===== src/rtl/i2c_tgt_pkg.sv =====
package i2c_tgt_pkg;
  localparam int BYTE_W = 8;
  localparam int ADDR_W = 3;
  localparam logic [3:0] DEV_CODE  = 4'b1100;
  localparam logic [4:0] HS_PREFIX = 5'b00001;

  typedef enum logic [2:0] {
    ST_IDLE,
    ST_ADDR,
    ST_ADDR_ACK,
    ST_WR,
    ST_WR_ACK,
    ST_RD,
    ST_RD_ACK
  } tgt_state_e;
endpackage


===== src/rtl/i2c_tgt_sync.sv =====
module i2c_tgt_sync #(
  parameter int STAGES = 2
) (
  input  logic clk_i,
  input  logic rst_ni,
  input  logic d_i,
  output logic q_o
);
  logic [STAGES-1:0] pipe_q;

  always_ff @(posedge clk_i or negedge rst_ni) begin
    if (!rst_ni) pipe_q <= '1;
    else         pipe_q <= {pipe_q[STAGES-2:0], d_i};
  end

  assign q_o = pipe_q[STAGES-1];
endmodule


===== src/rtl/i2c_tgt_bus_cond.sv =====
module i2c_tgt_bus_cond (
  input  logic clk_i,
  input  logic rst_ni,
  input  logic scl_s_i,
  input  logic sda_s_i,
  output logic start_o,
  output logic stop_o,
  output logic scl_rise_o,
  output logic scl_fall_o
);
  logic scl_q, sda_q;

  always_ff @(posedge clk_i or negedge rst_ni) begin
    if (!rst_ni) begin
      scl_q <= 1'b1;
      sda_q <= 1'b1;
    end else begin
      scl_q <= scl_s_i;
      sda_q <= sda_s_i;
    end
  end

  // conditions need SCL high in both samples
  assign start_o    = scl_q & scl_s_i & sda_q & ~sda_s_i;
  assign stop_o     = scl_q & scl_s_i & ~sda_q & sda_s_i;
  assign scl_rise_o = ~scl_q & scl_s_i;
  assign scl_fall_o = scl_q & ~scl_s_i;
endmodule


===== src/rtl/i2c_target_hs.sv =====
module i2c_target_hs
  import i2c_tgt_pkg::*;
#(
  parameter int SYNC_STAGES = 2
) (
  input  logic              clk_i,
  input  logic              rst_ni,
  input  logic              scl_i,
  input  logic              sda_i,
  input  logic [ADDR_W-1:0] dev_addr_i,
  input  logic [BYTE_W-1:0] tx_data_i,
  output logic              sda_oe_o,
  output logic              hs_mode_o,
  output logic              rx_valid_o,
  output logic [BYTE_W-1:0] rx_data_o,
  output logic              rx_first_o,
  output logic              tx_req_o
);
  localparam int CNT_W = $clog2(BYTE_W + 1);
  localparam logic [CNT_W-1:0] LAST_BIT = CNT_W'(BYTE_W);

  logic [1:0] raw_w, syn_w;
  assign raw_w = {scl_i, sda_i};

  for (genvar g = 0; g < 2; g++) begin : g_sync
    i2c_tgt_sync #(.STAGES(SYNC_STAGES)) u_sync (
      .clk_i  (clk_i),
      .rst_ni (rst_ni),
      .d_i    (raw_w[g]),
      .q_o    (syn_w[g])
    );
  end

  logic start_w, stop_w, rise_w, fall_w;

  i2c_tgt_bus_cond u_cond (
    .clk_i      (clk_i),
    .rst_ni     (rst_ni),
    .scl_s_i    (syn_w[1]),
    .sda_s_i    (syn_w[0]),
    .start_o    (start_w),
    .stop_o     (stop_w),
    .scl_rise_o (rise_w),
    .scl_fall_o (fall_w)
  );

  tgt_state_e        state_q;
  logic [CNT_W-1:0]  cnt_q;
  logic [BYTE_W-1:0] shreg_q, txsh_q, rx_data_q;
  logic              rw_q, first_q, ack_ok_q, hs_q, oe_q, rx_valid_q, rx_first_q;
  logic              tx_req_w;

  assign tx_req_w = !start_w && !stop_w && fall_w &&
                    ((state_q == ST_ADDR_ACK && rw_q) || (state_q == ST_RD_ACK && ack_ok_q));

  always_ff @(posedge clk_i or negedge rst_ni) begin
    if (!rst_ni) begin
      state_q    <= ST_IDLE;
      cnt_q      <= '0;
      shreg_q    <= '0;
      txsh_q     <= '0;
      rx_data_q  <= '0;
      rw_q       <= 1'b0;
      first_q    <= 1'b0;
      ack_ok_q   <= 1'b0;
      hs_q       <= 1'b0;
      oe_q       <= 1'b0;
      rx_valid_q <= 1'b0;
      rx_first_q <= 1'b0;
    end else begin
      rx_valid_q <= 1'b0;
      if (start_w) begin
        state_q <= ST_ADDR;
        cnt_q   <= '0;
        oe_q    <= 1'b0;
      end else if (stop_w) begin
        state_q <= ST_IDLE;
        oe_q    <= 1'b0;
        hs_q    <= 1'b0;
      end else if (tx_req_w) begin
        oe_q    <= ~tx_data_i[BYTE_W-1];
        txsh_q  <= {tx_data_i[BYTE_W-2:0], 1'b0};
        cnt_q   <= CNT_W'(1);
        state_q <= ST_RD;
      end else begin
        unique case (state_q)
          ST_ADDR, ST_WR: begin
            if (rise_w && cnt_q != LAST_BIT) begin
              shreg_q <= {shreg_q[BYTE_W-2:0], syn_w[0]};
              cnt_q   <= cnt_q + 1'b1;
            end else if (fall_w && cnt_q == LAST_BIT) begin
              cnt_q <= '0;
              if (state_q == ST_ADDR) begin
                if (shreg_q[7:3] == HS_PREFIX) begin
                  hs_q    <= 1'b1;
                  state_q <= ST_IDLE;
                end else if (shreg_q[7:1] == {DEV_CODE, dev_addr_i}) begin
                  oe_q    <= 1'b1;
                  rw_q    <= shreg_q[0];
                  state_q <= ST_ADDR_ACK;
                end else begin
                  state_q <= ST_IDLE;
                end
              end else begin
                rx_valid_q <= 1'b1;
                rx_data_q  <= shreg_q;
                rx_first_q <= first_q;
                first_q    <= 1'b0;
                oe_q       <= 1'b1;
                state_q    <= ST_WR_ACK;
              end
            end
          end
          ST_ADDR_ACK: if (fall_w) begin  // read path handled by tx_req_w
            oe_q    <= 1'b0;
            first_q <= 1'b1;
            state_q <= ST_WR;
          end
          ST_WR_ACK: if (fall_w) begin
            oe_q    <= 1'b0;
            cnt_q   <= '0;
            state_q <= ST_WR;
          end
          ST_RD: if (fall_w) begin
            if (cnt_q == LAST_BIT) begin
              oe_q    <= 1'b0;
              state_q <= ST_RD_ACK;
            end else begin
              oe_q   <= ~txsh_q[BYTE_W-1];
              txsh_q <= {txsh_q[BYTE_W-2:0], 1'b0};
              cnt_q  <= cnt_q + 1'b1;
            end
          end
          ST_RD_ACK: begin
            if (rise_w) ack_ok_q <= ~syn_w[0];
            else if (fall_w) state_q <= ST_IDLE;  // NACK: wait for START/STOP
          end
          default: ;
        endcase
      end
    end
  end

  assign sda_oe_o   = oe_q;
  assign hs_mode_o  = hs_q;
  assign rx_valid_o = rx_valid_q;
  assign rx_data_o  = rx_data_q;
  assign rx_first_o = rx_first_q;
  assign tx_req_o   = tx_req_w;
endmodule


===== config.mk =====
export PLATFORM = sky130hd
export DESIGN_NAME = i2c_target_hs
export DESIGN_NICKNAME = d
export VERILOG_FILES = /design/src/rtl/i2c_tgt_pkg.sv /design/src/rtl/i2c_tgt_sync.sv /design/src/rtl/i2c_tgt_bus_cond.sv /design/src/rtl/i2c_target_hs.sv
export SDC_FILE = /design/constraint.sdc
export NUM_CORES = 1
export LEC_CHECK = 0
export BUFFER_PORTS_ARGS = -buffer_cell sky130_fd_sc_hd__buf_2
export CORE_MARGIN = 4
export CORE_UTILIZATION = 30
export DETAILED_ROUTE_END_ITERATION = 16
export MAX_ROUTING_LAYER = met4
export PLACE_DENSITY = 0.47
export SETUP_SLACK_MARGIN = 0.02
export SLEW_MARGIN = 0
export SYNTH_ARGS = -nofsm -noshare
export SYNTH_HDL_FRONTEND = slang
export SYNTH_SLANG_ARGS = --single-unit

===== constraint.sdc =====
create_clock -name clk_i -period 2.82 [get_ports clk_i]
set_clock_uncertainty 0.05 [all_clocks]
set_input_delay 0.423 -clock clk_i [delete_from_list [all_inputs] [get_ports clk_i]]
set_output_delay 0.423 -clock clk_i [all_outputs]
set_load 0.01 [all_outputs]

==> impl_metrics.env <==
export IMPL_status="complete, no violations"
export IMPL_synth_cell_types=51
export IMPL_hold_ws_ns=0.160
export IMPL_place_ws_ns=0.712
export IMPL_antennaDiodeCount=0
export IMPL_hold_viol=0
export IMPL_synth_area_sq_um=2160
export IMPL_grt_pass1_vias=1642
export IMPL_drive_above_1_share_pct=31.0
export IMPL_synth_top_flop_cell="dfrtp_1"
export IMPL_cp_start_kind="flop"
export IMPL_cts_setup_buffers=0
export IMPL_cpPeakStageDelay_ns=0.54
export IMPL_drc=0
export IMPL_final_common_cell="dfrtp_1"
export IMPL_cts_sinks=43
export IMPL_firstDrtPassIters=4
export IMPL_min_path_type="in -> reg"
export IMPL_final_cell_mix="dfrtp_1, buf_2, mux2_2"
export IMPL_dp_cells=314
export IMPL_stdcell_count=322
export IMPL_crit_chain="nand4bb_1 > nor2_2 > buf_2"
export IMPL_portBuffers=27
export IMPL_use_met2_pct=19.4
export IMPL_post_route_util_pct=36.2
export IMPL_avgSynthCellArea_sq_um=11.1
export IMPL_irDropWorstVdd_uv=307
export IMPL_p_per_area_nw_per_um2=787
export IMPL_die_area_sq_um=8620
export IMPL_root_buffer="clkbuf_8"
export IMPL_core_rowCount=30
export IMPL_slew_violations=0
export IMPL_gp_congestion=0.850
export IMPL_worstPathMaxFanout=14
export IMPL_clkTransAtPathRegs_ns=0.09
export IMPL_setup_tns_final_ns=0
export IMPL_grt_busiest_layer="met2"
export IMPL_crit_path_top_delay_cell="dfrtp_1"
export IMPL_cp_end_kind="output port"
export IMPL_ctsHoldBuffers=0
export IMPL_cts_made_buffers=5
export IMPL_hpwl_microns=3560
export IMPL_grt_use_met1_pct=17.1
export IMPL_crit_arrival_ns=1.77
export IMPL_area_growth_pct=15.6
export IMPL_initial_utilization_pct=31.3
export IMPL_die_y_microns=92.9
export IMPL_synth_ff_latch_count=43
export IMPL_antenna_found_initial=0
export IMPL_cts_max_level=2
export IMPL_pin_count=28
export IMPL_grt_use_met3_pct=2.92
export IMPL_vias=1573
export IMPL_finalCriticalPeriod_ns=2.25
export IMPL_avgViaCountPerCell=4.89
export IMPL_fmax_ghz=0.445
export IMPL_p_leak_nw=1.09
export IMPL_syn_inst=195
export IMPL_synth_fp_nets=212
export IMPL_yosysWarnings=0
export IMPL_grt_ovfl_total=0
export IMPL_grt_max_degree=44
export IMPL_postLayoutCellArea_sq_um=2500
export IMPL_tightest_slew_ns=1.01
export IMPL_period_share_pct=79.7
export IMPL_ctsResizeCount=0
export IMPL_wl_microns=4980
export IMPL_cts_tree="built"
export IMPL_die_w_microns=92.9
export IMPL_grt_pass1_wl_microns=8380
export IMPL_drtAntennaViolNets=0
export IMPL_power_total_mw=1.96
export IMPL_maxSlewHeadroom_pct=32.6
export IMPL_synth_edf_count=0
export IMPL_initialDrtViolationCount=133
export IMPL_routedWlPerCell_microns=15.5
export IMPL_rsz0062_at_grt="false"
export IMPL_ys_seq_area_share_pct=50.1
export IMPL_coreArea_sq_um=6910
export IMPL_nNetsFinal=242
export IMPL_finalWorstSetupSlack_ns=0.573
export IMPL_cp_required_ns=2.35
export IMPL_placed_area_sq_um=2400
export IMPL_clockBufferDepth=2
export IMPL_setup_violations=0
export IMPL_synthArstFlopShare_pct=100
export IMPL_setup_worst_path_class="reg -> out"
export IMPL_cap_violations=0
export IMPL_grt_usage_pct=12.7
export IMPL_clock_latency_ns=0.30
export IMPL_nFillCells=739
==> path summary, 6_finish.rpt <==
| path | start | end | slack [ns] | cells after the start |
|---|---|---|---|---|
| max reg2reg | u_cond.scl_q | rx_first_o | 0.70 | 4 |
| max in group asynchronous | rst_ni | sda_oe_o | 1.85 | 1 |
| min in group asynchronous | rst_ni | cnt_q[0] | 0.22 | 1 |
| max | state_q[0] | tx_req_o | 0.57 | 3 |
| min | sda_i | g_sync[0].u_sync.pipe_q[0] | 0.16 | 1 |
| min reg2reg | g_sync[0].u_sync.pipe_q[0] | g_sync[0].u_sync.pipe_q[1] | 0.31 | 0 |
==> synthesized netlist by cell type (4+ instances only) <==
| cell | instances | area [sq um] |
|---|---|---|
| nand2_1 | 9 | 33.8 |
| nor2b_1 | 4 | 25.0 |
| a21oi_1 | 10 | 50.1 |
| nor2_1 | 15 | 56.3 |
| buf_2 | 5 | 25.0 |
| dfrtp_1 | 37 | 926 |
| inv_1 | 8 | 30.0 |
| mux2_2 | 19 | 214 |
| o21ai_0 | 8 | 40.0 |
| nand3_1 | 6 | 30.0 |
| dfstp_2 | 6 | 158 |
| o22ai_1 | 8 | 50.1 |
| nor3_1 | 4 | 20.0 |
==> critical path, delay by kind of cell, from the launching register on <==
family / cells / cell delay, ns
buffers and inverters: 1 / 0.23
DFF: 1 / 0.54
and+or+nand+nor: 2 / 0.70
==> logic make-up after synthesis <==
group / synth area share (%)
flip-flops: 50.1
XOR/XNOR: 1.97
adder cells (fa/ha/maj): 1.16
AND/OR/NAND/NOR: 16.3
buffers and inverters: 2.55
AO/OA/AOI/OAI: 15.9
multiplexers: 12.0
==> flip-flops by register name, indices dropped and copies added (netlist names) <==
register	flops
g_sync.u_sync.pipe_q	4
rx_data_o	8
rx_valid_o	1
first_q	1
rx_first_o	1
shreg_q	8
state_q	3
u_cond.scl_q	1
hs_mode_o	1
u_cond.sda_q	1
cnt_q	4
txsh_q	7
ack_ok_q	1
rw_q	1
sda_oe_o	1
==> per-layer routing <==
metal,up-vias,part of all wire (%)
met5,-,0
met4,0,0.82
met3,4,5.5
met2,45,46
met1,752,48
li1,772,-
==> power breakdown <==
part	internal, mW	leakage [nW]	switching, mW
sequential	0.756	0.531	0.171
clock	0.200	0.0474	0.227
combinational	0.285	0.511	0.325
==> cell type report <==
cell class / count / area [sq um] / area share [%]
clock buffer: 6 / 82.6 / 3.31
clock inverter: 2 / 16.3 / 0.651
inverter: 8 / 30.0 / 1.20
multi-input combinational: 139 / 1020 / 40.9
sequential: 43 / 1080 / 43.4
tap: 96 / 120 / 4.81
timing repair buffer: 28 / 143 / 5.71
Power figures use the tool's default switching activity.
